`config.mk`:
```
export PLATFORM = sky130hd
export DESIGN_NAME = sysclk_src_ctrl
export DESIGN_NICKNAME = d
export VERILOG_FILES = /design/src/rtl/sysclk_pkg.sv /design/src/rtl/sysclk_usage.sv /design/src/rtl/sysclk_switch.sv /design/src/rtl/sysclk_osc_regs.sv /design/src/rtl/sysclk_src_ctrl.sv
export SDC_FILE = /design/constraint.sdc
export NUM_CORES = 1
export LEC_CHECK = 0
export CORE_MARGIN = 2
export CORE_UTILIZATION = 45
export CTS_CLUSTER_DIAMETER = 30
export DETAILED_ROUTE_END_ITERATION = 10
export PLACE_DENSITY = 0.82
export SETUP_SLACK_MARGIN = 0.3
export SLEW_MARGIN = 25
export SYNTH_ARGS = -nofsm -noshare
export SYNTH_HDL_FRONTEND = slang
export SYNTH_SLANG_ARGS = --single-unit
```
`constraint.sdc`:
```
create_clock -name clk -period 2.1 [get_ports clk]
set_input_delay 0.315 -clock clk [delete_from_list [all_inputs] [get_ports clk]]
set_output_delay 0.315 -clock clk [all_outputs]
set_load 0.03 [all_outputs]
```
`src/rtl/sysclk_pkg.sv`:
```
package sysclk_pkg;

  typedef enum logic [1:0] {
    SRC_HSI = 2'd0,
    SRC_CSI = 2'd1,
    SRC_HSE = 2'd2,
    SRC_PLL = 2'd3
  } src_e;

  // oscillator vector indices, equal to their source codes
  localparam int unsigned N_OSC   = 3;
  localparam int unsigned IDX_HSI = 0;
  localparam int unsigned IDX_CSI = 1;
  localparam int unsigned IDX_HSE = 2;
  localparam int unsigned BIT_BYP = 3;
  localparam int unsigned DIV_LSB = 2;

  localparam logic [1:0] REG_OSC = 2'd0;
  localparam logic [1:0] REG_PLL = 2'd1;
  localparam logic [1:0] REG_REF = 2'd2;
  localparam logic [1:0] REG_CFG = 2'd3;

  function automatic int unsigned wmax(input int unsigned a, input int unsigned b);
    return (a > b) ? a : b;
  endfunction

endpackage

```
`src/rtl/sysclk_usage.sv`:
```
// Flags each oscillator that currently feeds the system clock, directly
// or as the reference of PLL1 while PLL1 is the active source.
module sysclk_usage
  import sysclk_pkg::*;
(
  input  logic [1:0]       act,
  input  logic [1:0]       ref_sel,
  input  logic             pll1_on,
  output logic [N_OSC-1:0] osc_busy,
  output logic             pll1_busy
);

  logic via_pll;

  assign pll1_busy = (act == SRC_PLL);
  assign via_pll   = pll1_busy && pll1_on;

  for (genvar g = 0; g < N_OSC; g++) begin : g_busy
    assign osc_busy[g] = (act == 2'(g)) || (via_pll && (ref_sel == 2'(g)));
  end

endmodule

```
`src/rtl/sysclk_switch.sv`:
```
// Holds the requested and active source; the active one follows the
// request only once the target is enabled and ready.
module sysclk_switch
  import sysclk_pkg::*;
(
  input  logic             clk,
  input  logic             rst,
  input  logic             lowpwr_req,
  input  logic             req_wr,
  input  logic [1:0]       req_data,
  input  logic [N_OSC-1:0] osc_on,
  input  logic [N_OSC-1:0] osc_rdy,
  input  logic             pll1_on,
  input  logic             pll1_rdy,
  output logic [1:0]       sw_req,
  output logic [1:0]       sw_act
);

  logic [3:0] src_ok_vec;
  logic       src_ok;

  assign src_ok_vec = {pll1_on & pll1_rdy, osc_on & osc_rdy};
  assign src_ok     = src_ok_vec[sw_req];

  always_ff @(posedge clk) begin
    if (rst) begin
      sw_req <= SRC_HSI;
      sw_act <= SRC_HSI;
    end else if (lowpwr_req) begin
      sw_req <= SRC_HSI;
      sw_act <= SRC_HSI;
    end else begin
      if (req_wr) sw_req <= req_data;
      if ((sw_req != sw_act) && src_ok) sw_act <= sw_req;
    end
  end

endmodule

```
`src/rtl/sysclk_osc_regs.sv`:
```
// Oscillator, PLL, reference and divider registers with write guards.
module sysclk_osc_regs
  import sysclk_pkg::*;
#(
  parameter int unsigned NUM_PLL = 3,
  parameter int unsigned DIV_W   = 2,
  parameter int unsigned DATA_W  = 4
) (
  input  logic               clk,
  input  logic               rst,
  input  logic               lowpwr_req,
  input  logic               wr_en,
  input  logic [1:0]         wr_addr,
  input  logic [DATA_W-1:0]  wr_data,
  input  logic [N_OSC-1:0]   osc_busy,
  input  logic               pll1_busy,
  output logic [N_OSC-1:0]   osc_on,
  output logic               hse_byp,
  output logic [NUM_PLL-1:0] pll_on,
  output logic [1:0]         pll_ref,
  output logic [DIV_W-1:0]   hsi_div
);

  logic wr_osc, wr_pll, wr_ref, wr_cfg;
  logic ref_lock, div_lock;
  logic [N_OSC-1:0]   osc_next;
  logic [NUM_PLL-1:0] pll_keep;
  logic [NUM_PLL-1:0] pll_next;

  assign wr_osc = wr_en && (wr_addr == REG_OSC);
  assign wr_pll = wr_en && (wr_addr == REG_PLL);
  assign wr_ref = wr_en && (wr_addr == REG_REF);
  assign wr_cfg = wr_en && (wr_addr == REG_CFG);

  assign ref_lock = |pll_on;
  assign div_lock = (pll_ref == SRC_HSI) && (|pll_on);

  // an enable in use survives a write of zero
  assign osc_next = wr_data[N_OSC-1:0] | (osc_on & osc_busy);

  always_comb begin
    pll_keep    = '0;
    pll_keep[0] = pll1_busy & pll_on[0];
  end
  assign pll_next = wr_data[NUM_PLL-1:0] | pll_keep;

  always_ff @(posedge clk) begin
    if (rst) begin
      osc_on          <= '0;
      osc_on[IDX_HSI] <= 1'b1;
      hse_byp         <= 1'b0;
      pll_on          <= '0;
      pll_ref         <= SRC_HSI;
      hsi_div         <= '0;
    end else if (lowpwr_req) begin
      osc_on[IDX_HSI] <= 1'b1;
      osc_on[IDX_HSE] <= 1'b0;
      pll_on          <= '0;
    end else begin
      if (wr_osc) begin
        osc_on <= osc_next;
        if (!osc_on[IDX_HSE]) hse_byp <= wr_data[BIT_BYP];
      end
      if (wr_pll) pll_on <= pll_next;
      if (wr_ref && !ref_lock) pll_ref <= wr_data[1:0];
      if (wr_cfg && !div_lock) hsi_div <= wr_data[DIV_LSB +: DIV_W];
    end
  end

endmodule

```
`src/rtl/sysclk_src_ctrl.sv`:
```
module sysclk_src_ctrl
  import sysclk_pkg::*;
#(
  parameter int unsigned NUM_PLL = 3,
  parameter int unsigned DIV_W   = 2,
  localparam int unsigned DATA_W = wmax(wmax(BIT_BYP + 1, NUM_PLL), DIV_LSB + DIV_W)
) (
  input  logic               clk,
  input  logic               rst,
  input  logic               lowpwr_req,
  input  logic               wr_en,
  input  logic [1:0]         wr_addr,
  input  logic [DATA_W-1:0]  wr_data,
  input  logic               hsi_rdy,
  input  logic               csi_rdy,
  input  logic               hse_rdy,
  input  logic [NUM_PLL-1:0] pll_rdy,
  output logic               hsi_on,
  output logic               csi_on,
  output logic               hse_on,
  output logic               hse_byp,
  output logic [NUM_PLL-1:0] pll_on,
  output logic [1:0]         pll_ref,
  output logic [DIV_W-1:0]   hsi_div,
  output logic [1:0]         sw_req,
  output logic [1:0]         sw_act
);

  logic [N_OSC-1:0] osc_on;
  logic [N_OSC-1:0] osc_rdy;
  logic [N_OSC-1:0] osc_busy;
  logic             pll1_busy;
  logic             req_wr;

  assign osc_rdy = {hse_rdy, csi_rdy, hsi_rdy};
  assign req_wr  = wr_en && (wr_addr == REG_CFG);

  assign hsi_on = osc_on[IDX_HSI];
  assign csi_on = osc_on[IDX_CSI];
  assign hse_on = osc_on[IDX_HSE];

  sysclk_usage u_usage (
    .act       (sw_act),
    .ref_sel   (pll_ref),
    .pll1_on   (pll_on[0]),
    .osc_busy  (osc_busy),
    .pll1_busy (pll1_busy)
  );

  sysclk_osc_regs #(
    .NUM_PLL (NUM_PLL),
    .DIV_W   (DIV_W),
    .DATA_W  (DATA_W)
  ) u_regs (
    .clk        (clk),
    .rst        (rst),
    .lowpwr_req (lowpwr_req),
    .wr_en      (wr_en),
    .wr_addr    (wr_addr),
    .wr_data    (wr_data),
    .osc_busy   (osc_busy),
    .pll1_busy  (pll1_busy),
    .osc_on     (osc_on),
    .hse_byp    (hse_byp),
    .pll_on     (pll_on),
    .pll_ref    (pll_ref),
    .hsi_div    (hsi_div)
  );

  sysclk_switch u_switch (
    .clk        (clk),
    .rst        (rst),
    .lowpwr_req (lowpwr_req),
    .req_wr     (req_wr),
    .req_data   (wr_data[1:0]),
    .osc_on     (osc_on),
    .osc_rdy    (osc_rdy),
    .pll1_on    (pll_on[0]),
    .pll1_rdy   (pll_rdy[0]),
    .sw_req     (sw_req),
    .sw_act     (sw_act)
  );

endmodule

```
## After elaboration in Yosys (flattened, before gate mapping)

Cells that the tools add are included.

- Bits in read-only memories: 0
- RAM bits: 0
- Word-level logic and storage cells: 54
- Memories kept: 0
- Output and inout port bits: 15
- Bits in latches: 0
- Input bits: 16
- Flip-flop bits (word level): 15

- Mux-type cells: 2
- Add/subtract/negate cells: 0
- Reductions and logical operators: 26
- Bitwise operators: 8
- Div/mod/pow operators: 0
- Shift-type cells: 0
- Multiply operators: 0
- Order comparisons: 1
- Equality and inequality tests: 9

Operators by type and width:

| kind | count |
|---|---|
| logical AND 1 bit | 12 |
| equality test 2 bit, second input constant | 5 |
| AND 3 bit | 2 |
| equality test 2 x 1 -> 1 bit, second input constant | 3 |
| logical NOT 2 bit | 3 |
| AND reduction 2 bit | 3 |
| logical OR 1 bit | 3 |
| < comparator 2 x 3 -> 1 bit, second input constant | 1 |
| bitwise OR 3 x 1 -> 3 bit | 1 |
| bitwise OR 3 bit | 1 |
| AND reduction 3 bit | 1 |
| OR reduction 3 bit | 1 |
| AND 1 bit | 2 |
| binary-select mux 1 bit (select 2 bit) | 1 |
| logical NOT 1 bit | 2 |
| != test 2 bit | 1 |
| NOT 1 bit | 2 |
| OR reduction 2 bit | 1 |
| 2-to-1 mux 1 bit | 1 |

## Logic depth before layout (Yosys ltp)

- Depth in word-level cells: 6
- Depth in mapped cells: 3
- Mapped depth without buffers: 3

## Hierarchy

From an unflattened synthesis, not the netlist that was laid out.

- Cells, all modules: 84
- Area total of the unflattened synthesis: 769.5 µm²

By module, submodules not included:

| module | cells an instance | times used | area each (µm²) | seq. area each (µm²) |
|---|---|---|---|---|
| sysclk_osc_regs | 53 | 1 | 511.7 | 220.2 |
| sysclk_switch | 23 | 1 | 200.2 | 80.1 |
| sysclk_usage | 7 | 1 | 51.3 | 0.0 |
| sysclk_src_ctrl | 1 | 1 | 6.3 | 0.0 |

## Worst setup path after synthesis

No wires, ideal clock.

- Path type: reg2reg
- From: register u_regs.pll_on[2]
- To: register u_regs.pll_ref[0]
- Arrival time: 1.289 ns
- Setup slack: 0.740 ns
- Stages on the path, launching flop included: 4
- Required time: 2.028 ns
- Library setup time: 0.072 ns
- Path buffers: 0
- Period minus slack after synthesis: 1.360 ns
- Cell sequence: dfxtp_1 or3_4 nor4_4 mux2i_1

- Cells in the longest elaborated chain, start to end: 4

RTL lines:

| what | RTL line | text |
|---|---|---|
| start: declaration | sysclk_osc_regs.sv:19 | `output logic [NUM_PLL-1:0] pll_on,` |
| start signal: assignment | sysclk_osc_regs.sv:64 | `if (wr_pll) pll_on <= pll_next;` |
| OR reduction 3 bit | sysclk_osc_regs.sv:35 | `assign ref_lock = \|pll_on;` |
| logical NOT 1 bit | sysclk_osc_regs.sv:65 | `if (wr_ref && !ref_lock) pll_ref <= wr_data[1:0];` |
| logical AND 1 bit | sysclk_osc_regs.sv:65 |  |
| AND reduction 2 bit (no source line) | - |  |
| end signal: assignment | sysclk_osc_regs.sv:65 |  |
| end: declaration | sysclk_osc_regs.sv:20 | `output logic [1:0] pll_ref,` |

No other way between the ends.
A chain may end at the register's enable or synchronous reset.

## Final worst setup path

- From: register u_regs.osc_on[1]
- To: output csi_on

RTL lines:

| what | RTL line | text |
|---|---|---|
| start: declaration | sysclk_osc_regs.sv:17 | `output logic [N_OSC-1:0] osc_on,` |
| start signal: assignment | sysclk_osc_regs.sv:61 | `osc_on <= osc_next;` |
| end: declaration | sysclk_src_ctrl.sv:19 | `output logic csi_on,` |

No word-level cell between the ends.

==> impl_metrics.sql <==
INSERT INTO impl_metrics (metric_group, metric, value, unit) VALUES
('placement', 'dp_hpwl', '1430', 'um'),
('clock_network', 'ctsLongestPathBuffers', '2', ''),
('sta', 'fin_worst_skew', '0.0168', 'ns'),
('yosys', 'synthesis.area', '800', 'sq um'),
('setup_path', 'cpLargestDelayFamily', 'buffers and inverters', ''),
('power', 'internal_power', '0.407', 'mW'),
('power', 'leakagePower', '0.491', 'nW'),
('route', 'detailroute.via_count', '749', ''),
('yosys', 'synth-async-reset-ratio', '0', '%'),
('final_layout', 'antenna_cells', '0', ''),
('clock_network', 'tritoncts.num_buffers', '3', ''),
('clock_network', 'post_cts_resize_count', '0', ''),
('setup_path', 'critPathKind', 'flop to output port', ''),
('clock_network', 'post_cts_hold_buffer_count', '0', ''),
('hold_path', 'min_to', 'u_regs.hsi_div[0]', ''),
('floorplanning', 'die-width', '46.2', 'um'),
('setup_path', 'critical_path_cell_count', '1', ''),
('placement', 'place_area', '1080', 'sq um'),
('placement', 'numPortBuffers', '28', ''),
('yosys', 'synth_top_flop_cell', 'sky130_fd_sc_hd__dfxtp_1', ''),
('yosys', 'cell_taking_the_most_area_after_synthesis', 'sky130_fd_sc_hd__dfxtp_1', ''),
('power', 'net-switching-power', '0.138', 'mW'),
('global_route', 'antenna_found_initial', '0', ''),
('route', 'detail_route.first_pass.iterations', '5', ''),
('sta', 'layout_worst_path_cycle_share', '82.1', '%'),
('setup_path', 'critical_path.endpoint_type', 'output port', ''),
('hold_path', 'hold_class', 'flop to flop', ''),
('sta', 'finalMaxSlewViolations', '0', ''),
('clock_network', 'cts_setup_buffers', '0', ''),
('status', 'outcome', 'finished, final reports clean', ''),
('yosys', 'synthDominantCellAreaShare', '37.6', '%'),
('yosys', 'post_synth_inst_count', '83', ''),
('floorplanning', 'start_util', '47.3', '%'),
('power', 'sequentialPowerShare', '53.7', '%'),
('global_route', 'grt_overflow_total', '0', ''),
('route', 'avgViaCountPerCell', '5.81', ''),
('floorplanning', 'die_area', '2130', 'sq um'),
('hold_path', 'whs_path_depth', '2', ''),
('power', 'fraction_of_power_spent_switching_nets', '25.3', '%'),
('floorplanning', 'core-area', '1690', 'sq um'),
('setup_path', 'worst-endpoint-arrival', '1.41', 'ns'),
('setup_path', 'worst_r2r_startpoint', 'u_regs.pll_on[0]', ''),
('setup_path', 'worstRegToRegCells', '3', ''),
('clock_network', 'tritoncts', 'yes', ''),
('global_route', 'gr-usage-all-layers', '20.6', '%'),
('final_layout', 'fin_nets', '129', ''),
('global_route', 'grt_pass1_wl', '3120', 'um'),
('clock_network', 'cts.sinks', '15', ''),
('clock_network', 'clock_tree.htree_level_count', '1', ''),
('global_route', 'grt_max_degree', '13', ''),
('setup_path', 'worst-endpoint-required', '1.78', 'ns'),
('yosys', 'yosys_warnings', '0', ''),
('floorplanning', 'placement_rows', '15', ''),
('global_route', 'grt_pass1_vias', '667', ''),
('yosys', 'yosys.cell_types.count', '33', ''),
('final_layout', 'filler_cell_count', '146', ''),
('sta', 'hold_viol_final', '0', ''),
('floorplanning', 'design.portCount', '31', ''),
('yosys', 'synthTopCellsByCount', 'sky130_fd_sc_hd__dfxtp_1, sky130_fd_sc_hd__nand2b_1, sky130_fd_sc_hd__mux2i_1, sky130_fd_sc_hd__nor2_1, sky130_fd_sc_hd__a21oi_1', ''),
('yosys', 'syn_avg_cell_area', '9.63', 'sq um'),
('setup_path', 'cp_max_fo', '5', ''),
('sta', 'period_needed', '1.72', 'ns'),
('yosys', 'synthesized_flop_and_latch_total', '15', ''),
('final_layout', 'drive_above_1_share', '10.7', '%'),
('sta', 'rsz0062_at_grt', 'no', ''),
('job', 'cap_violations', '0', ''),
('power', 'ir_worst_vdd', '483', 'uV'),
('final_layout', 'area_growth_syn_to_layout', '40.5', '%'),
('yosys', 'syn_nets', '99', ''),
('sta', 'worst_slew_pin_slew', '0.335', 'ns'),
('clock_network', 'clock_insertion_delay_worst_skew', '0.29', 'ns');
==> layer usage <==
metal / global-route usage (%) / routed length, um / up-vias
li1: - / - / 364
met3: 5.49 / 100 / 6
met5: 0 / 0 / -
met4: 7.43 / 43 / 0
met2: 34.2 / 957 / 25
met1: 25.4 / 847 / 354
==> layout by cell type, fill, tap and decap left out, types with 2 or more instances in the layout <==
cell type,instances
sky130_fd_sc_hd__mux2i_1,10
sky130_fd_sc_hd__nand3_1,2
sky130_fd_sc_hd__dfxtp_1,15
sky130_fd_sc_hd__o21ai_0,2
sky130_fd_sc_hd__inv_1,3
sky130_fd_sc_hd__clkdlybuf4s50_1,23
sky130_fd_sc_hd__nand3b_1,2
sky130_fd_sc_hd__o221ai_1,2
sky130_fd_sc_hd__a21oi_1,4
sky130_fd_sc_hd__nand2b_1,11
sky130_fd_sc_hd__clkbuf_4,3
sky130_fd_sc_hd__nand2_1,2
sky130_fd_sc_hd__dlymetal6s2s_1,5
sky130_fd_sc_hd__nand4b_1,2
sky130_fd_sc_hd__nor2_1,6
sky130_fd_sc_hd__and3b_1,2
==> how the worst max path moves through the flow <==
stage	to	slack [ns]	startpoint
after floorplan	u_regs.pll_ref[0]	0.74	u_regs.pll_on[2]
after global placement	u_regs.osc_on[0]	0.33	wr_en
after detailed placement	u_regs.hsi_div[0]	0.32	wr_addr[0]
after CTS	sw_act[0]	0.32	u_switch.sw_act[0]
after global routing	pll_ref[0]	0.32	u_regs.pll_ref[0]
final	csi_on	0.38	u_regs.osc_on[1]
==> registers in the layout (all words and copies together), names as in the netlist <==
| name | count |
|---|---|
| u_regs.osc_on | 3 |
| u_regs.pll_on | 3 |
| u_regs.hsi_div | 2 |
| u_regs.pll_ref | 2 |
| u_switch.sw_act | 2 |
| u_switch.sw_req | 2 |
| u_regs.hse_byp | 1 |
==> cell type report <==
cell class / count / area, sq um / share of cell area, %
Multi-Input combinational cell: 62 / 472 / 42.0
Sequential cell: 15 / 300 / 26.7
Timing Repair Buffer: 28 / 293 / 26.1
Clock buffer: 4 / 26.3 / 2.34
Tap cell: 17 / 21.3 / 1.89
Inverter: 3 / 11.3 / 1.00
==> cell families after synthesis <==
group,share of synthesized area (%)
DFF,37.6
AOI/OAI and AO/OA,13.8
buffers and inverters,3.44
muxes,12.5
and+or+nand+nor,32.7
==> power by group through the flow <==
stage          clock (mW)  sequential, mW  combinational [mW]
4_1_cts             0.172           0.293              0.0854
3_5_place_dp            0           0.300              0.0849
2_1_floorplan           0           0.306              0.0324
6_report            0.167           0.293              0.0855
3_3_place_gp            0           0.299              0.0837
5_1_grt             0.184           0.294              0.0917
==> stage by stage <==
stage	hold WS, ns	setup WS (ns)	util (%)	cells	power (mW)
detailed placement	0.470	0.316	64.2	125	0.384
floorplan	0.454	0.740	-	83	0.339
global route	0.515	0.316	66.5	129	0.570
global placement	0.462	0.334	64.2	125	0.383
finish	0.480	0.376	66.5	129	0.545
CTS	0.483	0.316	65.8	129	0.550
(Power assumes the default switching activity.)
